### config.mk
export PLATFORM = sky130hd
export DESIGN_NAME = data_space_map
export DESIGN_NICKNAME = d
export VERILOG_FILES = /design/src/rtl/dsm_pkg.sv /design/src/rtl/dsm_decode.sv /design/src/rtl/dsm_ram.sv /design/src/rtl/dsm_periph.sv /design/src/rtl/dsm_rfile.sv /design/src/rtl/data_space_map.sv
export SDC_FILE = /design/constraint.sdc
export NUM_CORES = 1
export LEC_CHECK = 0
export ABC_AREA = 1
export CORE_UTILIZATION = 40
export CTS_CLUSTER_SIZE = 12
export DETAILED_ROUTE_END_ITERATION = 10
export DONT_BUFFER_PORTS = 1
export PLACE_DENSITY = 0.54
export SLEW_MARGIN = 20
export SYNTH_ARGS = -nofsm -noshare
export SYNTH_HDL_FRONTEND = slang
export SYNTH_HIERARCHICAL = 1
export SYNTH_SLANG_ARGS = --single-unit
### constraint.sdc
create_clock -name clk_i -period 1.86 [get_ports clk_i]
set_input_delay 0.372 -clock clk_i [delete_from_list [all_inputs] [get_ports clk_i]]
set_output_delay 0.372 -clock clk_i [all_outputs]
set_load 0.05 [all_outputs]
### src/rtl/dsm_pkg.sv
package dsm_pkg;
  localparam int NREG   = 12;
  localparam int PIDX_W = 4;

  // peripheral register slots
  localparam int P_L_DAT  = 0;
  localparam int P_L_CFG  = 1;
  localparam int P_G_DAT  = 2;
  localparam int P_G_CFG  = 3;
  localparam int P_D_DAT  = 4;
  localparam int P_SHIFT  = 5;
  localparam int P_TMR_LO = 6;
  localparam int P_TMR_HI = 7;
  localparam int P_RLD_LO = 8;
  localparam int P_RLD_HI = 9;
  localparam int P_CTRL   = 10;
  localparam int P_STAT   = 11;

  typedef enum logic [2:0] {
    RG_NONE, RG_RAM, RG_GAP, RG_PIN_L, RG_PIN_G, RG_PIN_I, RG_PREG, RG_RFILE
  } region_e;

  typedef enum logic [2:0] {
    GRP_NONE, GRP_PORT, GRP_TIMER, GRP_SHIFT, GRP_CTRL
  } grp_e;

  typedef struct packed {
    region_e           region;
    grp_e              grp;
    logic [PIDX_W-1:0] pidx;
  } dec_t;

  function automatic dec_t decode(input logic [7:0] a, input int ram_bytes);
    dec_t d;
    d.region = RG_NONE;
    d.grp    = GRP_NONE;
    d.pidx   = '0;
    if (int'(a) < ram_bytes) begin
      d.region = RG_RAM;
    end else if (!a[7]) begin
      d.region = RG_GAP;
    end else if (a[7:4] == 4'hF) begin
      d.region = RG_RFILE;
    end else begin
      case (a)
        8'hD0: begin d.region = RG_PREG;  d.grp = GRP_PORT;  d.pidx = PIDX_W'(P_L_DAT);  end
        8'hD1: begin d.region = RG_PREG;  d.grp = GRP_PORT;  d.pidx = PIDX_W'(P_L_CFG);  end
        8'hD2: begin d.region = RG_PIN_L; d.grp = GRP_PORT;  end
        8'hD4: begin d.region = RG_PREG;  d.grp = GRP_PORT;  d.pidx = PIDX_W'(P_G_DAT);  end
        8'hD5: begin d.region = RG_PREG;  d.grp = GRP_PORT;  d.pidx = PIDX_W'(P_G_CFG);  end
        8'hD6: begin d.region = RG_PIN_G; d.grp = GRP_PORT;  end
        8'hD7: begin d.region = RG_PIN_I; d.grp = GRP_PORT;  end
        8'hDC: begin d.region = RG_PREG;  d.grp = GRP_PORT;  d.pidx = PIDX_W'(P_D_DAT);  end
        8'hE9: begin d.region = RG_PREG;  d.grp = GRP_SHIFT; d.pidx = PIDX_W'(P_SHIFT);  end
        8'hEA: begin d.region = RG_PREG;  d.grp = GRP_TIMER; d.pidx = PIDX_W'(P_TMR_LO); end
        8'hEB: begin d.region = RG_PREG;  d.grp = GRP_TIMER; d.pidx = PIDX_W'(P_TMR_HI); end
        8'hEC: begin d.region = RG_PREG;  d.grp = GRP_TIMER; d.pidx = PIDX_W'(P_RLD_LO); end
        8'hED: begin d.region = RG_PREG;  d.grp = GRP_TIMER; d.pidx = PIDX_W'(P_RLD_HI); end
        8'hEE: begin d.region = RG_PREG;  d.grp = GRP_CTRL;  d.pidx = PIDX_W'(P_CTRL);   end
        8'hEF: begin d.region = RG_PREG;  d.grp = GRP_CTRL;  d.pidx = PIDX_W'(P_STAT);   end
        default: ;
      endcase
    end
    return d;
  endfunction
endpackage

### src/rtl/dsm_decode.sv
module dsm_decode
  import dsm_pkg::*;
#(
  parameter int RAM_BYTES = 48
) (
  input  logic [7:0] addr_i,
  input  logic       rd_i,
  input  logic       wr_i,
  output dec_t       dec_o,
  output logic       sel_port_o,
  output logic       sel_timer_o,
  output logic       sel_shift_o,
  output logic       sel_ctrl_o
);
  logic acc;

  assign dec_o = decode(addr_i, RAM_BYTES);
  assign acc   = rd_i | wr_i;

  assign sel_port_o  = acc && (dec_o.grp == GRP_PORT);
  assign sel_timer_o = acc && (dec_o.grp == GRP_TIMER);
  assign sel_shift_o = acc && (dec_o.grp == GRP_SHIFT);
  assign sel_ctrl_o  = acc && (dec_o.grp == GRP_CTRL);
endmodule

### src/rtl/dsm_ram.sv
module dsm_ram #(
  parameter int DEPTH = 48,
  localparam int AW   = $clog2(DEPTH)
) (
  input  logic          clk_i,
  input  logic          we_i,
  input  logic [AW-1:0] addr_i,
  input  logic [7:0]    wdata_i,
  output logic [7:0]    rdata_o
);
  logic [7:0] mem [DEPTH];

  // contents intentionally not reset
  always_ff @(posedge clk_i) begin
    if (we_i) mem[addr_i] <= wdata_i;
  end

  assign rdata_o = mem[addr_i];
endmodule

### src/rtl/dsm_periph.sv
module dsm_periph
  import dsm_pkg::*;
(
  input  logic                  clk_i,
  input  logic                  rst_ni,
  input  logic                  we_i,
  input  logic [PIDX_W-1:0]     idx_i,
  input  logic [7:0]            wdata_i,
  output logic [NREG-1:0][7:0]  q_o
);
  for (genvar g = 0; g < NREG; g++) begin : g_reg
    always_ff @(posedge clk_i or negedge rst_ni) begin
      if (!rst_ni)                                q_o[g] <= '0;
      else if (we_i && (idx_i == PIDX_W'(g)))     q_o[g] <= wdata_i;
    end
  end
endmodule

### src/rtl/dsm_rfile.sv
module dsm_rfile #(
  parameter int X_IDX  = 12,
  parameter int SP_IDX = 13,
  parameter int B_IDX  = 14
) (
  input  logic       clk_i,
  input  logic       we_i,
  input  logic [3:0] idx_i,
  input  logic [7:0] wdata_i,
  output logic [7:0] rdata_o,
  output logic [7:0] x_o,
  output logic [7:0] sp_o,
  output logic [7:0] b_o
);
  logic [7:0] bank [16];

  always_ff @(posedge clk_i) begin
    if (we_i) bank[idx_i] <= wdata_i;
  end

  assign rdata_o = bank[idx_i];
  assign x_o     = bank[X_IDX];
  assign sp_o    = bank[SP_IDX];
  assign b_o     = bank[B_IDX];
endmodule

### src/rtl/data_space_map.sv
module data_space_map
  import dsm_pkg::*;
#(
  parameter int RAM_BYTES = 48
) (
  input  logic        clk_i,
  input  logic        rst_ni,
  input  logic [7:0]  addr_i,
  input  logic        rd_i,
  input  logic        wr_i,
  input  logic [7:0]  wdata_i,
  output logic [7:0]  rdata_o,
  input  logic [7:0]  pins_l_i,
  input  logic [7:0]  pins_g_i,
  input  logic [7:0]  pins_i_i,
  output logic [7:0]  port_l_dat_o,
  output logic [7:0]  port_l_cfg_o,
  output logic [7:0]  port_g_dat_o,
  output logic [7:0]  port_g_cfg_o,
  output logic [7:0]  port_d_dat_o,
  output logic [7:0]  shift_o,
  output logic [15:0] timer_o,
  output logic [15:0] reload_o,
  output logic [7:0]  ctrl_o,
  output logic [7:0]  status_o,
  output logic [7:0]  x_o,
  output logic [7:0]  sp_o,
  output logic [7:0]  b_o,
  output logic        sel_port_o,
  output logic        sel_timer_o,
  output logic        sel_shift_o,
  output logic        sel_ctrl_o
);
  localparam int AW = $clog2(RAM_BYTES);

  dec_t                dec;
  logic [7:0]          ram_rd, rf_rd, rd_mux;
  logic [NREG-1:0][7:0] preg;

  dsm_decode #(.RAM_BYTES(RAM_BYTES)) u_dec (
    .addr_i      (addr_i),
    .rd_i        (rd_i),
    .wr_i        (wr_i),
    .dec_o       (dec),
    .sel_port_o  (sel_port_o),
    .sel_timer_o (sel_timer_o),
    .sel_shift_o (sel_shift_o),
    .sel_ctrl_o  (sel_ctrl_o)
  );

  dsm_ram #(.DEPTH(RAM_BYTES)) u_ram (
    .clk_i   (clk_i),
    .we_i    (wr_i && (dec.region == RG_RAM)),
    .addr_i  (addr_i[AW-1:0]),
    .wdata_i (wdata_i),
    .rdata_o (ram_rd)
  );

  dsm_periph u_per (
    .clk_i   (clk_i),
    .rst_ni  (rst_ni),
    .we_i    (wr_i && (dec.region == RG_PREG)),
    .idx_i   (dec.pidx),
    .wdata_i (wdata_i),
    .q_o     (preg)
  );

  dsm_rfile #(.X_IDX(12), .SP_IDX(13), .B_IDX(14)) u_rf (
    .clk_i   (clk_i),
    .we_i    (wr_i && (dec.region == RG_RFILE)),
    .idx_i   (addr_i[3:0]),
    .wdata_i (wdata_i),
    .rdata_o (rf_rd),
    .x_o     (x_o),
    .sp_o    (sp_o),
    .b_o     (b_o)
  );

  always_comb begin
    unique case (dec.region)
      RG_RAM:   rd_mux = ram_rd;
      RG_GAP:   rd_mux = 8'hFF;
      RG_PIN_L: rd_mux = pins_l_i;
      RG_PIN_G: rd_mux = pins_g_i;
      RG_PIN_I: rd_mux = pins_i_i;
      RG_PREG:  rd_mux = preg[dec.pidx];
      RG_RFILE: rd_mux = rf_rd;
      default:  rd_mux = 8'h00;
    endcase
  end

  // read samples pre-write contents on a same-cycle read/write
  always_ff @(posedge clk_i or negedge rst_ni) begin
    if (!rst_ni)   rdata_o <= '0;
    else if (rd_i) rdata_o <= rd_mux;
  end

  assign port_l_dat_o = preg[P_L_DAT];
  assign port_l_cfg_o = preg[P_L_CFG];
  assign port_g_dat_o = preg[P_G_DAT];
  assign port_g_cfg_o = preg[P_G_CFG];
  assign port_d_dat_o = preg[P_D_DAT];
  assign shift_o      = preg[P_SHIFT];
  assign timer_o      = {preg[P_TMR_HI], preg[P_TMR_LO]};
  assign reload_o     = {preg[P_RLD_HI], preg[P_RLD_LO]};
  assign ctrl_o       = preg[P_CTRL];
  assign status_o     = preg[P_STAT];
endmodule

==> summary.md <==
| Metric | Value |
|---|---|
| P_sw | `7230 uW` |
| Hold_ws | `-0.537 ns` |
| HP Class | `in -> async` |
| Crit end category | `flip-flop` |
| Clock Sinks | `616` |
| Logic pwr share | `8.2%` |
| Synth top area share | `55.2%` |
| M2 GR Usage | `36.7%` |
| Worst slew pin tran | `0.920 ns` |
| Synthesized cell area | `27900 sq um` |
| Clock period minus final worst setup slack | `2.43 ns` |
| Post-synth top flop | `edfxtp_1` |
| Post-DR vias/cell | `4.95` |
| Peak fanout along the critical path | `311` |
| Met1 GRT Util | `31.5%` |
| Crit path depth | `19` |
| Area delta synth->final | `26.1%` |
| Clock Skew | `0.0161 ns` |
| Root buffer cell | `clkbuf_16` |
| Skew-Pair Late Insertion Delay | `0.60 ns` |
| Row count | `96` |
| R2r setup slk | `-0.10 ns` |
| Hold_buf cts | `9` |
| Final Hold Viols | `104` |
| Detail Route Antenna Nets | `0` |
| CTS H-tree depth | `3` |
| Gr busiest metal | `met2` |
| TritonCTS Buffers | `69` |
| Post-Layout Cell Count | `4272` |
| Fin crit share | `131%` |
| Outcome | `finished with violations` |
| Die ar. | `70700 sq um` |
| Path depth of the worst reg2reg path | `13` |
| Most frequent CP cell | `nand2_1` |
| Lkg Pwr | `0.0153 uW` |
| Critical Path RT | `2.40 ns` |
| CTS tree | `done` |
| Vias in the first global route | `20800` |
| Largest net degree at the start of global routing | `312` |
| M3 GR Usage | `3.94%` |
| Cell Chain, Critical Path | `inv_16 -> buf_4 -> buf_12 -> nand2_1 -> nand2_1 -> nand2_1 -> nand2_1 -> nand2_1 -> nand2_1 -> nand2_1 -> nand2_1 -> nor2_2 -> nand2_1 -> inv_1 -> o21ai_1 -> nor3_2 -> nand2_1 -> nand2_1 -> nand2_1` |
| Most frequent cells in the layout | `nand2_1 (1321), edfxtp_1 (512), buf_4 (285)` |
| Failing checks | `negative hold slack, negative setup slack` |
| Pwr per Cell Area | `870 nW/um^2` |
| MaxCap Viol Count | `0` |
| WS Path Type | `in -> reg` |
| Drt pass-1 iters | `5` |
| Die H | `266 microns` |
| Max-slew violation count | `0` |
| Post-synth EDFFs | `512` |
| Max_slew headroom | `38.7%` |
| DR iter-0 viols | `1675` |
| Initial antenna violation count | `0` |
| Async set-reset flop share out of synthesis | `16.9%` |
| WP data arrival | `2.97 ns` |
| Placed Cells | `4104` |
| VDD IR max | `846 uV` |
| Final #Nets | `3334` |
| Max frequency | `411 MHz` |
| CP max-delay cell | `inv_16` |
| DR WL/cell | `18.8 microns` |
| DR vias | `21200` |
| Netlist cell types | `32` |
| Worst setup path startpoint | `addr_i[0]` |
| R2r endpoint | `rdata_o[4]` |
| #FFs+latches synth | `616` |
| Switch share | `23.6%` |
| R2R Path Start | `u_ram/mem[10][4]` |
| First-pass GRT wire length | `123 mm` |
| Core ar. | `68700 sq um` |
| Worst setup SP type | `primary input` |
| Number of buffers added on ports | `0` |
| GPL Wtd Cong | `0.952` |
| Initial core utilization | `40.6%` |
| Grt ovf | `0` |
| Most common cell after layout, fill and taps aside | `nand2_1` |
| Final critical-path setup slack | `-0.570 ns` |
| Seq/Total Area, Yosys | `64.5%` |
| Total GRT Usage | `22.8%` |
| Post-synth net total | `3011` |
| Diode count | `0` |
| Total setup violations reported at the end of the flow | `619` |
| Max stage delay on crit path | `0.43 ns` |
| Ys Warns | `6` |
| Clk slew on worst S/H paths | `0.06 ns` |
| DRC viols | `0` |
| Synthesized instance count | `2967` |
| Reg power frac | `49.8%` |
| Ratio of cells with drive above 1 in the final layout | `21.0%` |
| Area contributors post-synth | `edfxtp_1 (55%), nand2_1 (18%), dfrtp_1 (9.3%), inv_1 (3.2%), nand3_1 (2.7%)` |
| # IOs | `176` |
| Unrepaired setup endpoints after global routing | `yes` |
| Pre-CTS WS | `-1.07 ns` |
| Post-DP HPWL | `50.4 mm` |
| Post-Route WL | `80.5 mm` |
| Width of the die | `266 microns` |
| Crit-path leading delay family | `simple AND/OR/NAND/NOR gates` |
| Internal power | `23400 uW` |
| Setup TNS | `-182.11 ns` |
| Syn avg cell area | `9.39 sq um` |
| Max clock buf depth | `3` |
| Synth area leader | `edfxtp_1` |
| Crit path buf inv count | `4` |
| Power share of the clock group | `41.9%` |
-- layout make-up --
cell class              instances  area, sq um
multi-input cells            1963         9160
flip-flops and latches        616        18000
fillers                      6268        33600
clock inverters                38          258
well taps                     931         1160
inverters                     260         1040
repair buffers                380         3700
clock buffers                  84         1860
-- sequential cells by signal, indices dropped and copies added (netlist names) --
name and cells:
u_rf/bank 128, u_per/q_o 96, rdata_o 8, u_ram/mem 384
-- layer usage --
layer  wire, microns  vias up  part of all wire, %
met5               0        -                    0
met3            4930      119                  6.1
met1           35800    10200                   45
met2           37800      614                   47
li1                -    10200                    -
met4            1920        0                  2.4
-- power by group through the flow --
stage                     clock network [uW]  logic [uW]  registers [uW]
final                                  12800        2520           15200
after global routing                   13600        2740           15200
after CTS                              13100        2490           15200
after detailed placement                   0        2000           15500
after global placement                     0        2000           15500
after floorplan                            0        1180           15700
-- repair_timing --
action,CTS,global route
buffers inserted,33,6
setup endpoints to repair,618,619
cloned,1,0
hold endpoints to repair,720,104
gates resized for setup,193,39
pin swaps,77,39
-- synth_stat cells (2+ instances only) --
library cell  count
inv_1           241
buf_6             5
nand3_1         153
o21ai_1          49
nor3_2            7
nor2_2            7
or2_2            23
nand2_1        1357
nor2_4            9
nand2_2           2
clkbuf_2          2
inv_2            16
nand4_1          34
o21ai_0          31
o211ai_1         40
dfrtp_1         104
buf_2            71
clkinv_1          3
o21bai_1         16
or2_0            11
nor3_1           13
clkbuf_1         27
or2_1             7
nor2_1          198
buf_4            18
nor4_1            2
edfxtp_1        512
buf_1             5
-- cells by family after synthesis --
family                 after synthesis  synth area share, %
AND/OR/NAND/NOR                   1825                 26.5
flip-flops                         616                 64.5
AO/OA/AOI/OAI                      138                 3.01
buffers and inverters              388                 5.93
-- per-stage QoR --
| step | hold WS (ns) | power, uW | util [%] | cell area, sq um |
|---|---|---|---|---|
| 2_1_floorplan | 0.0764 | 16900 | - | 28200 |
| 3_3_place_gp | 0.0792 | 17500 | 46.0 | 31600 |
| 3_5_place_dp | 0.0799 | 17500 | 46.0 | 31600 |
| 4_1_cts | -0.580 | 30900 | 50.9 | 35000 |
| 5_1_grt | -0.563 | 31600 | 51.2 | 35200 |
| 6_report | -0.537 | 30600 | 51.2 | 35200 |
-- worst max-delay path by stage --
stage                     slack, ns               end
after floorplan               -1.17  u_ram/mem[34][0]
after global placement        -1.02     u_per/q_o[82]
after detailed placement      -1.07     u_per/q_o[84]
after CTS                     -0.10  u_ram/mem[37][6]
after global routing          -0.24  u_ram/mem[11][7]
final                         -0.57        rdata_o[4]
Note: power is estimated with default switching activity, not from simulation.
